$ cat src/rtl/upbus_pkg.sv
package upbus_pkg;

   // synchronized strobe levels, 1 = idle (high)
   typedef struct packed {
      logic cs;
      logic rd;
      logic wr;
   } strobe_t;

   localparam int STROBE_N = 3;

   // single-cycle transaction events in the core domain
   typedef struct packed {
      logic wr_start;
      logic wr_end;
      logic rd_start;
      logic rd_end;
      logic rd_sel;
   } xact_ev_t;

endpackage

$ cat src/rtl/upbus_sync.sv
module upbus_sync #(
   parameter int   WIDTH   = 3,
   parameter int   STAGES  = 2,
   parameter logic RST_VAL = 1'b1
) (
   input  logic             clk,
   input  logic             rst_n,
   input  logic [WIDTH-1:0] d,
   output logic [WIDTH-1:0] q
);

   if (STAGES < 2) begin : g_bad_stages
      $error("upbus_sync: STAGES must be at least 2");
   end
   if (WIDTH < 1) begin : g_bad_width
      $error("upbus_sync: WIDTH must be positive");
   end

   for (genvar i = 0; i < WIDTH; i++) begin : g_bit
      logic [STAGES-1:0] chain;
      always_ff @(posedge clk or negedge rst_n) begin
         if (!rst_n) chain <= {STAGES{RST_VAL}};
         else        chain <= {chain[STAGES-2:0], d[i]};
      end
      assign q[i] = chain[STAGES-1];
   end

endmodule

$ cat src/rtl/upbus_xact.sv
module upbus_xact
   import upbus_pkg::*;
(
   input  logic     clk,
   input  logic     rst_n,
   input  logic     slave_en,
   input  strobe_t  s,
   output xact_ev_t ev,
   output logic     rd_act
);

   logic wr_sel, rd_sel, wr_act;

   assign wr_sel = slave_en & ~s.cs & ~s.wr;
   assign rd_sel = slave_en & ~s.cs & ~s.rd;

   always_ff @(posedge clk or negedge rst_n) begin
      if (!rst_n) begin
         wr_act <= 1'b0;
         rd_act <= 1'b0;
      end else begin
         wr_act <= wr_sel;
         rd_act <= rd_sel;
      end
   end

   // an end needs the enable still set: dropping slave_en aborts silently
   assign ev.wr_start = wr_sel & ~wr_act;
   assign ev.wr_end   = wr_act & ~wr_sel & slave_en;
   assign ev.rd_start = rd_sel & ~rd_act;
   assign ev.rd_end   = rd_act & ~rd_sel & slave_en;
   assign ev.rd_sel   = rd_sel;

   // with the mode disabled nothing starts
   p_no_start_disabled_r9: assert property (@(posedge clk) disable iff (!rst_n)
      !slave_en |-> !ev.wr_start && !ev.rd_start);
   // a read end always drops the driver on the next edge
   p_oe_drop_r6: assert property (@(posedge clk) disable iff (!rst_n)
      ev.rd_end |=> !rd_act);
   // a write cannot start and end in one cycle
   p_wr_events_excl_r2: assert property (@(posedge clk) disable iff (!rst_n)
      !(ev.wr_start && ev.wr_end));

endmodule

$ cat src/rtl/upbus_core.sv
module upbus_core
   import upbus_pkg::*;
#(
   parameter int DATA_W = 8
) (
   input  logic              clk,
   input  logic              rst_n,
   input  xact_ev_t          ev,
   input  logic [DATA_W-1:0] bus_in,
   input  logic              fw_out_we,
   input  logic [DATA_W-1:0] fw_out_data,
   input  logic              fw_in_re,
   input  logic              fw_flag_clr,
   output logic [DATA_W-1:0] in_latch,
   output logic [DATA_W-1:0] out_latch,
   output logic              in_full,
   output logic              out_full,
   output logic              in_ovf,
   output logic              irq
);

   if (DATA_W < 1) begin : g_bad_width
      $error("upbus_core: DATA_W must be positive");
   end

   logic in_full_d, out_full_d, in_ovf_d, irq_d, ovf_set;

   assign ovf_set = ev.wr_end & in_full & ~fw_in_re;

   always_comb begin
      in_full_d = in_full;
      if (ev.wr_end)      in_full_d = 1'b1;
      else if (fw_in_re)  in_full_d = 1'b0;

      out_full_d = out_full;
      if (ev.rd_start)                  out_full_d = 1'b0;
      else if (fw_out_we && !ev.rd_sel) out_full_d = 1'b1;

      in_ovf_d = in_ovf;
      if (ovf_set)          in_ovf_d = 1'b1;
      else if (fw_flag_clr) in_ovf_d = 1'b0;

      irq_d = irq;
      if (ev.wr_end || ev.rd_end) irq_d = 1'b1;
      else if (fw_flag_clr)       irq_d = 1'b0;
   end

   always_ff @(posedge clk or negedge rst_n) begin
      if (!rst_n) begin
         in_latch  <= '0;
         out_latch <= '0;
         in_full   <= 1'b0;
         out_full  <= 1'b0;
         in_ovf    <= 1'b0;
         irq       <= 1'b0;
      end else begin
         if (ev.wr_end)  in_latch  <= bus_in;
         if (fw_out_we)  out_latch <= fw_out_data;
         in_full  <= in_full_d;
         out_full <= out_full_d;
         in_ovf   <= in_ovf_d;
         irq      <= irq_d;
      end
   end

   p_wr_end_flags_r2: assert property (@(posedge clk) disable iff (!rst_n)
      ev.wr_end |=> in_full && irq);
   p_wr_end_data_r2: assert property (@(posedge clk) disable iff (!rst_n)
      ev.wr_end |=> in_latch == $past(bus_in));
   p_no_overflow_r3: assert property (@(posedge clk) disable iff (!rst_n)
      (ev.wr_end && in_full && !fw_in_re) |=> in_ovf);
   p_in_clear_r4: assert property (@(posedge clk) disable iff (!rst_n)
      (fw_in_re && !ev.wr_end) |=> !in_full);
   p_race_r4: assert property (@(posedge clk) disable iff (!rst_n)
      (fw_in_re && ev.wr_end && !in_ovf) |=> in_full && !in_ovf);
   p_out_clear_r5: assert property (@(posedge clk) disable iff (!rst_n)
      ev.rd_start |=> !out_full);
   p_rd_end_irq_r6: assert property (@(posedge clk) disable iff (!rst_n)
      ev.rd_end |=> irq);
   p_out_set_r7: assert property (@(posedge clk) disable iff (!rst_n)
      (fw_out_we && !ev.rd_sel) |=> out_full);
   p_out_hold_r7: assert property (@(posedge clk) disable iff (!rst_n)
      (ev.rd_sel && !ev.rd_start) |=> !out_full);
   p_flag_clr_r8: assert property (@(posedge clk) disable iff (!rst_n)
      (fw_flag_clr && !ev.wr_end && !ev.rd_end) |=> !irq && !in_ovf);

endmodule

$ cat src/rtl/upbus_slave_port.sv
module upbus_slave_port
   import upbus_pkg::*;
#(
   parameter int DATA_W      = 8,
   parameter int SYNC_STAGES = 2
) (
   input  logic              clk,
   input  logic              rst_n,
   input  logic              slave_en,
   input  logic              cs_n,
   input  logic              rd_n,
   input  logic              wr_n,
   input  logic [DATA_W-1:0] bus_in,
   output logic [DATA_W-1:0] bus_out,
   output logic              bus_oe,
   input  logic              fw_out_we,
   input  logic [DATA_W-1:0] fw_out_data,
   input  logic              fw_in_re,
   output logic [DATA_W-1:0] fw_in_data,
   input  logic              fw_flag_clr,
   output logic              in_full,
   output logic              out_full,
   output logic              in_ovf,
   output logic              irq
);

   strobe_t  raw_s, sync_s;
   xact_ev_t ev;
   logic     rd_act;

   assign raw_s = '{cs: cs_n, rd: rd_n, wr: wr_n};

   upbus_sync #(
      .WIDTH   (STROBE_N),
      .STAGES  (SYNC_STAGES),
      .RST_VAL (1'b1)
   ) u_sync (
      .clk   (clk),
      .rst_n (rst_n),
      .d     (raw_s),
      .q     (sync_s)
   );

   upbus_xact u_xact (
      .clk      (clk),
      .rst_n    (rst_n),
      .slave_en (slave_en),
      .s        (sync_s),
      .ev       (ev),
      .rd_act   (rd_act)
   );

   upbus_core #(.DATA_W(DATA_W)) u_core (
      .clk         (clk),
      .rst_n       (rst_n),
      .ev          (ev),
      .bus_in      (bus_in),
      .fw_out_we   (fw_out_we),
      .fw_out_data (fw_out_data),
      .fw_in_re    (fw_in_re),
      .fw_flag_clr (fw_flag_clr),
      .in_latch    (fw_in_data),
      .out_latch   (bus_out),
      .in_full     (in_full),
      .out_full    (out_full),
      .in_ovf      (in_ovf),
      .irq         (irq)
   );

   assign bus_oe = rd_act;

   // chip select held high keeps the bus released
   p_cs_gate_r10: assert property (@(posedge clk) disable iff (!rst_n)
      (sync_s.cs && $past(sync_s.cs)) |-> !bus_oe);

endmodule

$ cat config.mk
export PLATFORM = sky130hd
export DESIGN_NAME = upbus_slave_port
export DESIGN_NICKNAME = d
export VERILOG_FILES = /design/src/rtl/upbus_pkg.sv /design/src/rtl/upbus_sync.sv /design/src/rtl/upbus_xact.sv /design/src/rtl/upbus_core.sv /design/src/rtl/upbus_slave_port.sv
export SDC_FILE = /design/constraint.sdc
export NUM_CORES = 1
export LEC_CHECK = 0
export BUFFER_PORTS_ARGS = -buffer_cell sky130_fd_sc_hd__buf_4
export CAP_MARGIN = 25
export CELL_PAD_IN_SITES_DETAIL_PLACEMENT = 0
export CELL_PAD_IN_SITES_GLOBAL_PLACEMENT = 1
export CORE_UTILIZATION = 38
export DETAILED_ROUTE_END_ITERATION = 8
export PLACE_DENSITY = 0.86
export SYNTH_ARGS = -nofsm -noshare
export SYNTH_HDL_FRONTEND = slang
export SYNTH_SLANG_ARGS = --single-unit
$ cat constraint.sdc
create_clock -name clk -period 2.6 [get_ports clk]
set_clock_uncertainty 0.15 [all_clocks]
set_input_delay 0.52 -clock clk [delete_from_list [all_inputs] [get_ports clk]]
set_output_delay 0.52 -clock clk [all_outputs]
set_load 0.005 [all_outputs]
==> results of run 1 <==
## cell families (layout without fill, tap and decap cells)
group,Yosys count,after routing,synth area share (%)
AO/OA/AOI/OAI,4,4,3.32
buffers and inverters,6,54,3.07
flip-flops,28,28,69.6
multiplexers,16,16,20.3
AND/OR/NAND/NOR,6,6,3.69
## cells in the mapped netlist, drive strengths merged
| cell | instances | area (um^2) |
|---|---|---|
| buf | 2 | 16.3 |
| dfrtp | 22 | 551 |
| inv | 4 | 15.0 |
| o221ai | 1 | 8.76 |
| nor4b | 1 | 8.76 |
| o211ai | 1 | 12.5 |
| dfstp | 6 | 158 |
| o22ai | 2 | 12.5 |
| nor3b | 2 | 15.0 |
| nand2b | 1 | 6.26 |
| mux2 | 16 | 206 |
| nand2 | 2 | 7.51 |
## flip-flops by register name, summed over array words and instances, names as in the netlist
name	cells
u_core.in_ovf	1
u_xact.wr_act	1
u_sync.g_bit.chain	6
u_core.irq	1
u_core.out_full	1
u_xact.rd_act	1
u_core.in_latch	8
u_core.out_latch	8
u_core.in_full	1
## power by group through the flow
| stage | sequential (mW) | clock, mW | combinational, mW |
|---|---|---|---|
| 2_1_floorplan | 0.528 | 0 | 0.0641 |
| 6_report | 0.519 | 0.277 | 0.179 |
| 5_1_grt | 0.525 | 0.304 | 0.195 |
| 3_3_place_gp | 0.526 | 0 | 0.177 |
| 4_1_cts | 0.520 | 0.285 | 0.182 |
| 3_5_place_dp | 0.527 | 0 | 0.182 |
## cell type report
class | count | area, um^2 | area share [%]
multi-input combinational | 26 | 278 | 19.3
inverter | 4 | 15.0 | 1.04
clock inverter | 1 | 30.0 | 2.09
sequential | 28 | 708 | 49.2
timing repair buffer | 46 | 348 | 24.2
clock buffer | 3 | 22.5 | 1.57
tap | 30 | 37.5 | 2.61
## layer usage
metal / global-route usage [%] / wire [um] / part of all wire (%)
met1: 17.4 / 732 / 42
met2: 20.6 / 878 / 51
met3: 2.54 / 95 / 5.5
met4: 7.89 / 27 / 1.6
met5: 0 / 0 / 0
## worst max-delay path, delay by kind of cell, from the launching register on
family / cells / cell delay [ps]
DFF: 1 / 410
muxes: 1 / 410
AOI/OAI and AO/OA: 1 / 600
## path summary, 6_finish.rpt
kind | endpoint | slack (ps) | cells after the start
worst min register to register | u_sync.g_bit[1].chain[1] | 210 | 0
worst max-delay path | u_core.in_latch[0] | 930 | 2
max in group asynchronous | u_sync.g_bit[2].chain[1] | 1500 | 2
worst min-delay path | u_sync.g_bit[0].chain[0] | 140 | 1
worst max register to register | u_core.in_latch[0] | 930 | 2
min in group asynchronous | u_xact.wr_act | 490 | 2
## per-stage QoR
stage | total power [mW] | instance area, um^2 | instances | hold WS [ps]
2_1_floorplan | 0.592 | 1020 | 60 | 74.4
3_3_place_gp | 0.704 | 1380 | 133 | 198
3_5_place_dp | 0.709 | 1380 | 133 | 197
4_1_cts | 0.987 | 1440 | 138 | 128
5_1_grt | 1.02 | 1440 | 138 | 111
6_report | 0.976 | 1440 | 138 | 137
## repair_timing
action	CTS	global route
resized for setup	0	0
endpoints found under the hold margin	22	0
setup endpoints to repair	0	0
hold buffers	1	0
==> flow_summary_export.csv, run 1 <==
group,metric,value,unit
status,run_status,"complete, no violations",
worst_setup_path,startpoint,"u_sync.g_bit[0].chain[1]",
worst_setup_path,critPathMaxStageDelay,600,ps
cts,cts_tree,"done",
worst_setup_path,cpMaxStageDelayCell,"o211ai_2",
logic_synthesis,syn_inst,60,
timing,rsz0062_at_grt,"false",
cts,cts_root_buffer,"clkbuf_4",
power,power_switching,201,uW
global_route,globalRouteTotalUtil,13.3,%
power,swShare,20.6,%
worst_hold_path,worstHoldStart,"wr_n",
power,p_clk_share,28.4,%
timing,finalCritPeriodShare,64.2,%
detailed_routing,wl,1730,um
finish,layout.nets,134,
floorplan,num_rows,18,
timing,tightestPinTransition,736,ps
worst_hold_path,hold_path.class,"input port to flop",
logic_synthesis,synth.cell_area,1020,um^2
timing,hold_viol_final,0,
finish,fill_cells,212,
power,p_comb_share,18.4,%
timing,worst_slack,932,ps
power,ir_drop,0.384,mV
job,maxCapViolations,0,
detailed_routing,drt_iter0_markers,4,
timing,finalMaxSlewViolations,0,
timing,slew_headroom,50.8,%
detailed_routing,ant_nets,0,
floorplan,ios,46,
cts,cts_htree_levels,1,
finish,area_delta_synth_final,41.5,%
power,power_density,678,nW/um^2
cts,cts.sinks,28,
worst_setup_path,endpoint_kind,"flop",
worst_setup_path,worstReg2RegStart,"u_sync.g_bit[0].chain[1]",
finish,n_antenna_cell,0,
timing,setup_viol,0,
global_route,grt_max_degree,29,
placed_design,pre_cts_slack,952,ps
finish,final_common_cell,"buf_4",
cts,clk_pin_slew,150,ps
logic_synthesis,synth_seq_cells,28,
power,p_seq_share,53.2,%
detailed_routing,via_count,637,
worst_setup_path,arrival,1740,ps
timing,tns,0,ps
worst_setup_path,start_kind,"flop",
finish,final_cell_mix,"buf_4, dfrtp_1, mux2_2",
placed_design,port_buffers,45,
floorplan,die_w,53.7,um
worst_setup_path,cp_max_fo,11,
detailed_routing,wl_per_cell,12.6,um
floorplan,start_util,40.7,%
logic_synthesis,ys_seq_area_share,69.6,%
worst_setup_path,crit_required,2680,ps
finish,fin_util,57.6,%
global_route,grt_pass1_vias,607,
floorplan,core,2500,um^2
global_route,grt_antenna_before_repair,0,
global_route,overflow,0,
placed_design,gp_routability_congestion,0.640,
logic_synthesis,synth_fp_nets,85,
finish,drive_gt1_share,66.7,%
logic_synthesis,yosysUniqueCellTypes,14,
global_route,grt_pass1_wl,2660,um
logic_synthesis,ys_warn_count,0,
floorplan,die_area,2890,um^2
worst_setup_path,worstPathCellList,"o211ai_2 -> mux2_2",
detailed_routing,first_pass_iters,2,
timing,finalCriticalPeriod,1670,ps
cts,postCtsSetupBuffers,0,
cts,cts_buffers,3,
detailed_routing,drc,0,
timing,max_freq,599,MHz
cts,cts_buffer_depth,2,
floorplan,fp.dieH,53.7,um
logic_synthesis,syn_avg_cell_area,17.0,um^2
worst_setup_path,worstSetupPathType,"flop to flop",
power,p_int,774,uW
detailed_routing,vias_per_cell,4.62,
cts,clock_latency,320,ps
power,leakagePower,0.721,nW
Note: power is estimated with default switching activity, not from simulation.
==> run 2: changes to the inputs <==
--- a/config.mk
+++ b/config.mk
@@ -9,9 +9,9 @@
 export CAP_MARGIN = 25
 export CELL_PAD_IN_SITES_DETAIL_PLACEMENT = 0
 export CELL_PAD_IN_SITES_GLOBAL_PLACEMENT = 1
-export CORE_UTILIZATION = 38
+export CORE_UTILIZATION = 32
 export DETAILED_ROUTE_END_ITERATION = 8
-export PLACE_DENSITY = 0.86
+export PLACE_DENSITY = 0.78
 export SYNTH_ARGS = -nofsm -noshare
 export SYNTH_HDL_FRONTEND = slang
 export SYNTH_SLANG_ARGS = --single-unit
==> constraint.sdc (replaced) <==
create_clock -name clk -period 1.5 [get_ports clk]
set_clock_uncertainty 0.15 [all_clocks]
set_input_delay 0.3 -clock clk [delete_from_list [all_inputs] [get_ports clk]]
set_output_delay 0.3 -clock clk [all_outputs]
set_load 0.005 [all_outputs]
==> run 2 against run 1 <==
  * Sequential power increased by 73%
  * Clock-buffer cell count is the same
  * Via count grew 4.6%
  * Register-to-register slack got worse by 830 ps
  * Wire length up 17%
  * Die area rose by 18%
  * First-iteration DRC count grew to 3.5 times the previous value
==> flow_summary_export.csv, run 2 (synthesis results as in run 1) <==
group,metric,value,unit
status,run_status,"complete, no violations",
timing,setup_viol,0,
floorplan,die_w,58.4,um
power,leakagePower,0.748,nW
global_route,grt_pass1_vias,686,
finish,layout.nets,139,
cts,post_cts_resized,0,
timing,finalMaxSlewViolations,0,
detailed_routing,wl,2030,um
cts,cts_root_buffer,"clkbuf_4",
global_route,overflow,0,
timing,rsz0062_at_grt,"false",
worst_setup_path,cp_max_fo,11,
finish,drive_gt1_share,64.6,%
power,ir_drop,0.410,mV
finish,final_cell_mix,"buf_4, dfrtp_1, mux2_2",
timing,tightestPinTransition,391,ps
timing,worst_slack,100,ps
timing,slew_headroom,73.9,%
worst_setup_path,arrival,1470,ps
timing,max_freq,714,MHz
power,power_density,1130,nW/um^2
cts,cts.sinks,28,
detailed_routing,first_pass_iters,2,
detailed_routing,drc,0,
cts,postCtsSetupBuffers,0,
worst_hold_path,hold_path.class,"input port to flop",
finish,final_cell_area,1520,um^2
worst_setup_path,cpMaxStageDelayCell,"dfstp_2",
finish,final_common_cell,"buf_4",
floorplan,die_area,3410,um^2
finish,fill_cells,270,
worst_hold_path,holdPathStages,2,
detailed_routing,drt_iter0_markers,14,
worst_setup_path,crit_required,1570,ps
floorplan,start_util,33.6,%
finish,area_delta_synth_final,49.1,%
placed_design,port_buffers,45,
detailed_routing,wl_per_cell,12.9,um
worst_setup_path,r2r_slack,100,ps
detailed_routing,vias_per_cell,4.24,
global_route,grt_max_degree,29,
global_route,grt_pass1_wl,3230,um
floorplan,num_rows,20,
global_route,grt_antenna_before_repair,0,
worst_hold_path,min_to,"u_core.in_latch[0]",
global_route,globalRouteTotalUtil,13.1,%
placed_design,pre_cts_slack,120,ps
job,maxCapViolations,0,
timing,finalCriticalPeriod,1400,ps
cts,cts_buffers,3,
floorplan,fp.dieH,58.4,um
cts,cts_tree,"done",
worst_setup_path,critPathMaxStageDelay,590,ps
worst_setup_path,start_kind,"flop",
worst_hold_path,worstHoldStart,"bus_in[0]",
placed_design,hpwl,1440,um
worst_setup_path,worstPathCellList,"o211ai_2 -> buf_12 -> mux2_4",
cts,clk_pin_slew,150,ps
worst_setup_path,r2r-end,"u_core.in_latch[3]",
worst_setup_path,endpoint_kind,"flop",
timing,tns,0,ps
cts,clock_latency,320,ps
placed_design,placed_area,1410,um^2
detailed_routing,ant_nets,0,
floorplan,ios,46,
timing,hold_viol_final,0,
worst_setup_path,worstReg2RegStart,"u_sync.g_bit[2].chain[1]",
cts,cts_htree_levels,1,
floorplan,core,3030,um^2
timing,finalCritPeriodShare,93.3,%
finish,reg.largest.list,"u_core.in_latch (8), u_core.out_latch (8), u_sync.g_bit.chain (6)",
detailed_routing,via_count,666,
worst_setup_path,ff2ff_path_depth,3,
placed_design,gp_routability_congestion,0.671,
finish,n_antenna_cell,0,
cts,cts_buffer_depth,2,
cts,cts_hold_buf,5,
worst_setup_path,worstSetupPathType,"flop to flop",
power,p_total,1.71,mW
==> run 2: changes by cell type in the layout (fill, tap and decap cells not counted) <==
| cell | change |
|---|---|
| dlygate4sd3_1 | +4 |
| buf_12 | +1 |
==> run 2: cell type report <==
class	instances	area, um^2	share of cell area (%)
clock inverter	1	30.0	1.98
tap	44	55.1	3.63
inverter	4	15.0	0.990
timing repair buffer	51	408	26.9
multi-input combinational	26	278	18.3
clock buffer	3	22.5	1.49
sequential	28	708	46.7
==> run 2: worst max path at each step <==
stage                     cells after the start  slack (ps)                     start                  to
final                                         3         100  u_sync.g_bit[2].chain[1]  u_core.in_latch[3]
after global routing                          3          70  u_sync.g_bit[2].chain[1]  u_core.in_latch[3]
after CTS                                     3          80  u_sync.g_bit[2].chain[1]  u_core.in_latch[3]
after detailed placement                      3         120  u_sync.g_bit[2].chain[1]  u_core.in_latch[3]
after global placement                        3         150  u_sync.g_bit[2].chain[1]  u_core.in_latch[6]
after floorplan                               3         160  u_sync.g_bit[2].chain[1]  u_core.in_latch[1]
==> run 2: metal layers <==
layer,global-route usage (%),up-vias,share of wire (%),wire [um]
li1,-,316,-,-
met1,16.1,315,43,866
met2,21.7,33,48,980
met3,1.98,2,7.5,151
met4,8.16,0,1.3,27
met5,0,-,0,0
==> run 2: where the power goes <==
part           switching [mW]  internal (mW)
clock                   0.216          0.270
sequential             0.0500          0.850
combinational          0.0939          0.231
total                   0.360           1.35
==> run 2: worst max-delay path, delay by kind of cell (launching register included) <==
family / cells / cell delay [ps]
buffers and inverters: 1 / 160
AO/OA/AOI/OAI: 1 / 100
multiplexers: 1 / 290
flip-flops: 1 / 590
==> run 2: metrics by stage <==
| step | cells | hold slack [ps] | util [%] |
|---|---|---|---|
| finish | 157 | 47.0 | 50.1 |
| detailed placement | 148 | 88.6 | 46.7 |
| floorplan | 60 | -146 | - |
| global placement | 148 | 80.7 | 46.7 |
| global route | 157 | 12.2 | 50.1 |
| CTS | 157 | 28.0 | 50.1 |
==> run 3: changes to the inputs <==
--- a/config.mk
+++ b/config.mk
@@ -9,9 +9,10 @@
 export CAP_MARGIN = 25
 export CELL_PAD_IN_SITES_DETAIL_PLACEMENT = 0
 export CELL_PAD_IN_SITES_GLOBAL_PLACEMENT = 1
-export CORE_UTILIZATION = 32
+export CORE_UTILIZATION = 33
 export DETAILED_ROUTE_END_ITERATION = 8
 export PLACE_DENSITY = 0.78
 export SYNTH_ARGS = -nofsm -noshare
 export SYNTH_HDL_FRONTEND = slang
+export SYNTH_HIERARCHICAL = 1
 export SYNTH_SLANG_ARGS = --single-unit
==> run 3 against run 2 <==
  * Cell count is 0.64% lower
  * Wire length is 2.6% higher
  * Maximum frequency is 3.3% lower
  * Combinational power up 6.8%
  * Sequential share of layout area fell by 1.0 points
  * Design area grew 2.2%
  * Die area is 4.6% higher
  * Sequential power is 0.7% higher
  * Hold slack got worse by 8.4 ps
==> flow_summary_export.csv, run 3 <==
group,metric,value,unit
status,run_status,"complete, no violations",
finish,layout.nets,138,
detailed_routing,drc,0,
floorplan,ios,46,
cts,cts_buffers,3,
finish,drive_gt1_share,68.8,%
logic_synthesis,synth_fp_nets,88,
timing,tightestPinTransition,343,ps
global_route,grt_pass1_vias,705,
placed_design,hpwl,1470,um
floorplan,start_util,35.4,%
logic_synthesis,syn_inst,63,
finish,final_cell_area,1550,um^2
floorplan,fp.dieH,59.7,um
job,maxCapViolations,0,
detailed_routing,vias_per_cell,4.26,
cts,cts.sinks,28,
cts,cts_buffer_depth,2,
placed_design,gp_routability_congestion,0.616,
cts,postCtsSetupBuffers,0,
worst_setup_path,r2r-end,"u_core/in_latch[5]",
timing,finalCritPeriodShare,96.5,%
finish,final_cell_mix,"buf_4, dfrtp_1, mux2_4",
worst_setup_path,worstReg2RegStart,"u_sync/g_bit[0].chain[1]",
cts,cts_tree,"done",
detailed_routing,ant_nets,0,
timing,hold_ws,38.6,ps
timing,hold_viol_final,0,
power,power_density,1040,nW/um^2
worst_setup_path,ff2ff_path_depth,3,
logic_synthesis,synth.cell_area,1100,um^2
worst_hold_path,holdPathStages,2,
worst_hold_path,worstHoldStart,"fw_out_data[1]",
global_route,grt_max_degree,29,
placed_design,dp_cells,148,
timing,rsz0062_at_grt,"false",
finish,final_cells,156,
timing,slew_headroom,77.1,%
global_route,grt_antenna_before_repair,0,
cts,cts_htree_levels,1,
finish,n_antenna_cell,0,
global_route,globalRouteTotalUtil,12.9,%
worst_setup_path,crit_required,1580,ps
finish,area_delta_synth_final,41.1,%
worst_setup_path,cp_max_fo,10,
placed_design,port_buffers,45,
power,leakagePower,0.782,nW
cts,clock_latency,320,ps
timing,finalMaxSlewViolations,0,
worst_setup_path,endpoint_kind,"flop",
cts,cts_root_buffer,"clkbuf_4",
floorplan,die_area,3560,um^2
logic_synthesis,ys_warn_count,6,
global_route,overflow,0,
detailed_routing,via_count,664,
logic_synthesis,syn_avg_cell_area,17.4,um^2
placed_design,placed_area,1470,um^2
finish,reg.largest.list,"u_core/in_latch (8), u_core/out_latch (8), u_sync/g_bit.chain (6)",
power,ir_drop,0.492,mV
global_route,grt_pass1_wl,3190,um
floorplan,core,3100,um^2
timing,tns,0,ps
timing,max_freq,691,MHz
worst_setup_path,worstSetupPathType,"flop to flop",
worst_hold_path,hold_path.class,"input port to flop",
detailed_routing,first_pass_iters,2,
detailed_routing,wl_per_cell,13.3,um
placed_design,pre_cts_slack,27.7,ps
detailed_routing,wl,2080,um
worst_setup_path,start_kind,"flop",
worst_hold_path,min_to,"u_core/out_latch[1]",
timing,finalCriticalPeriod,1450,ps
timing,setup_viol,0,
timing,worst_slack,52.9,ps
worst_setup_path,arrival,1530,ps
worst_setup_path,r2r_slack,50,ps
detailed_routing,drt_iter0_markers,25,
cts,clk_pin_slew,150,ps
floorplan,die_w,59.7,um
floorplan,num_rows,20,
finish,final_common_cell,"buf_4",
run 3: power by group:
group	switching, mW	internal [mW]
clock	0.212	0.148
sequential	0.0547	0.851
combinational	0.0993	0.247
total	0.366	1.25
run 3: area by class of cell:
class                      count  area (um^2)
inverter                       3         11.3
sequential                    28          708
fill                         300         1550
multi-input combinational     26          334
clock buffer                   4         36.3
tap                           44         55.1
timing repair buffer          51          405
run 3: routing by layer:
layer,global-route usage [%],vias up,part of all wire [%]
met3,2.60,2,4.1
met4,6.98,0,1.3
met1,16.1,328,44
li1,-,312,-
met2,21.0,22,51
met5,0,-,0
run 3: how the worst max path moves through the flow:
stage | start | end | slack (ps) | cells past startpoint
finish | u_sync/g_bit[0].chain[1] | u_core/in_latch[5] | 50 | 3
global route | u_sync/g_bit[0].chain[1] | u_core/in_latch[5] | 6 | 3
CTS | u_sync/g_bit[0].chain[1] | u_core/in_latch[5] | 2 | 3
detailed placement | u_sync/g_bit[0].chain[1] | u_core/in_latch[2] | 30 | 3
global placement | u_sync/g_bit[0].chain[1] | u_core/in_latch[1] | 60 | 3
floorplan | u_sync/g_bit[2].chain[1] | u_core/in_latch[1] | 7 | 4
run 3: stage by stage:
stage	utilization (%)	power, mW
floorplan	-	1.05
global placement	47.3	1.25
detailed placement	47.3	1.26
CTS	49.7	1.63
global route	50.0	1.72
finish	50.0	1.61
run 3: repair_timing:
action,in CTS,in global routing
gates resized for setup,0,1
hold endpoints to repair,31,0
setup endpoints to repair,0,7
hold buffers,4,0
run 3: critical path, cell delays in order (launching register included):
cell and delay [ps]:
dfstp_2 580, o211a_4 190, buf_12 140, mux2_4 300
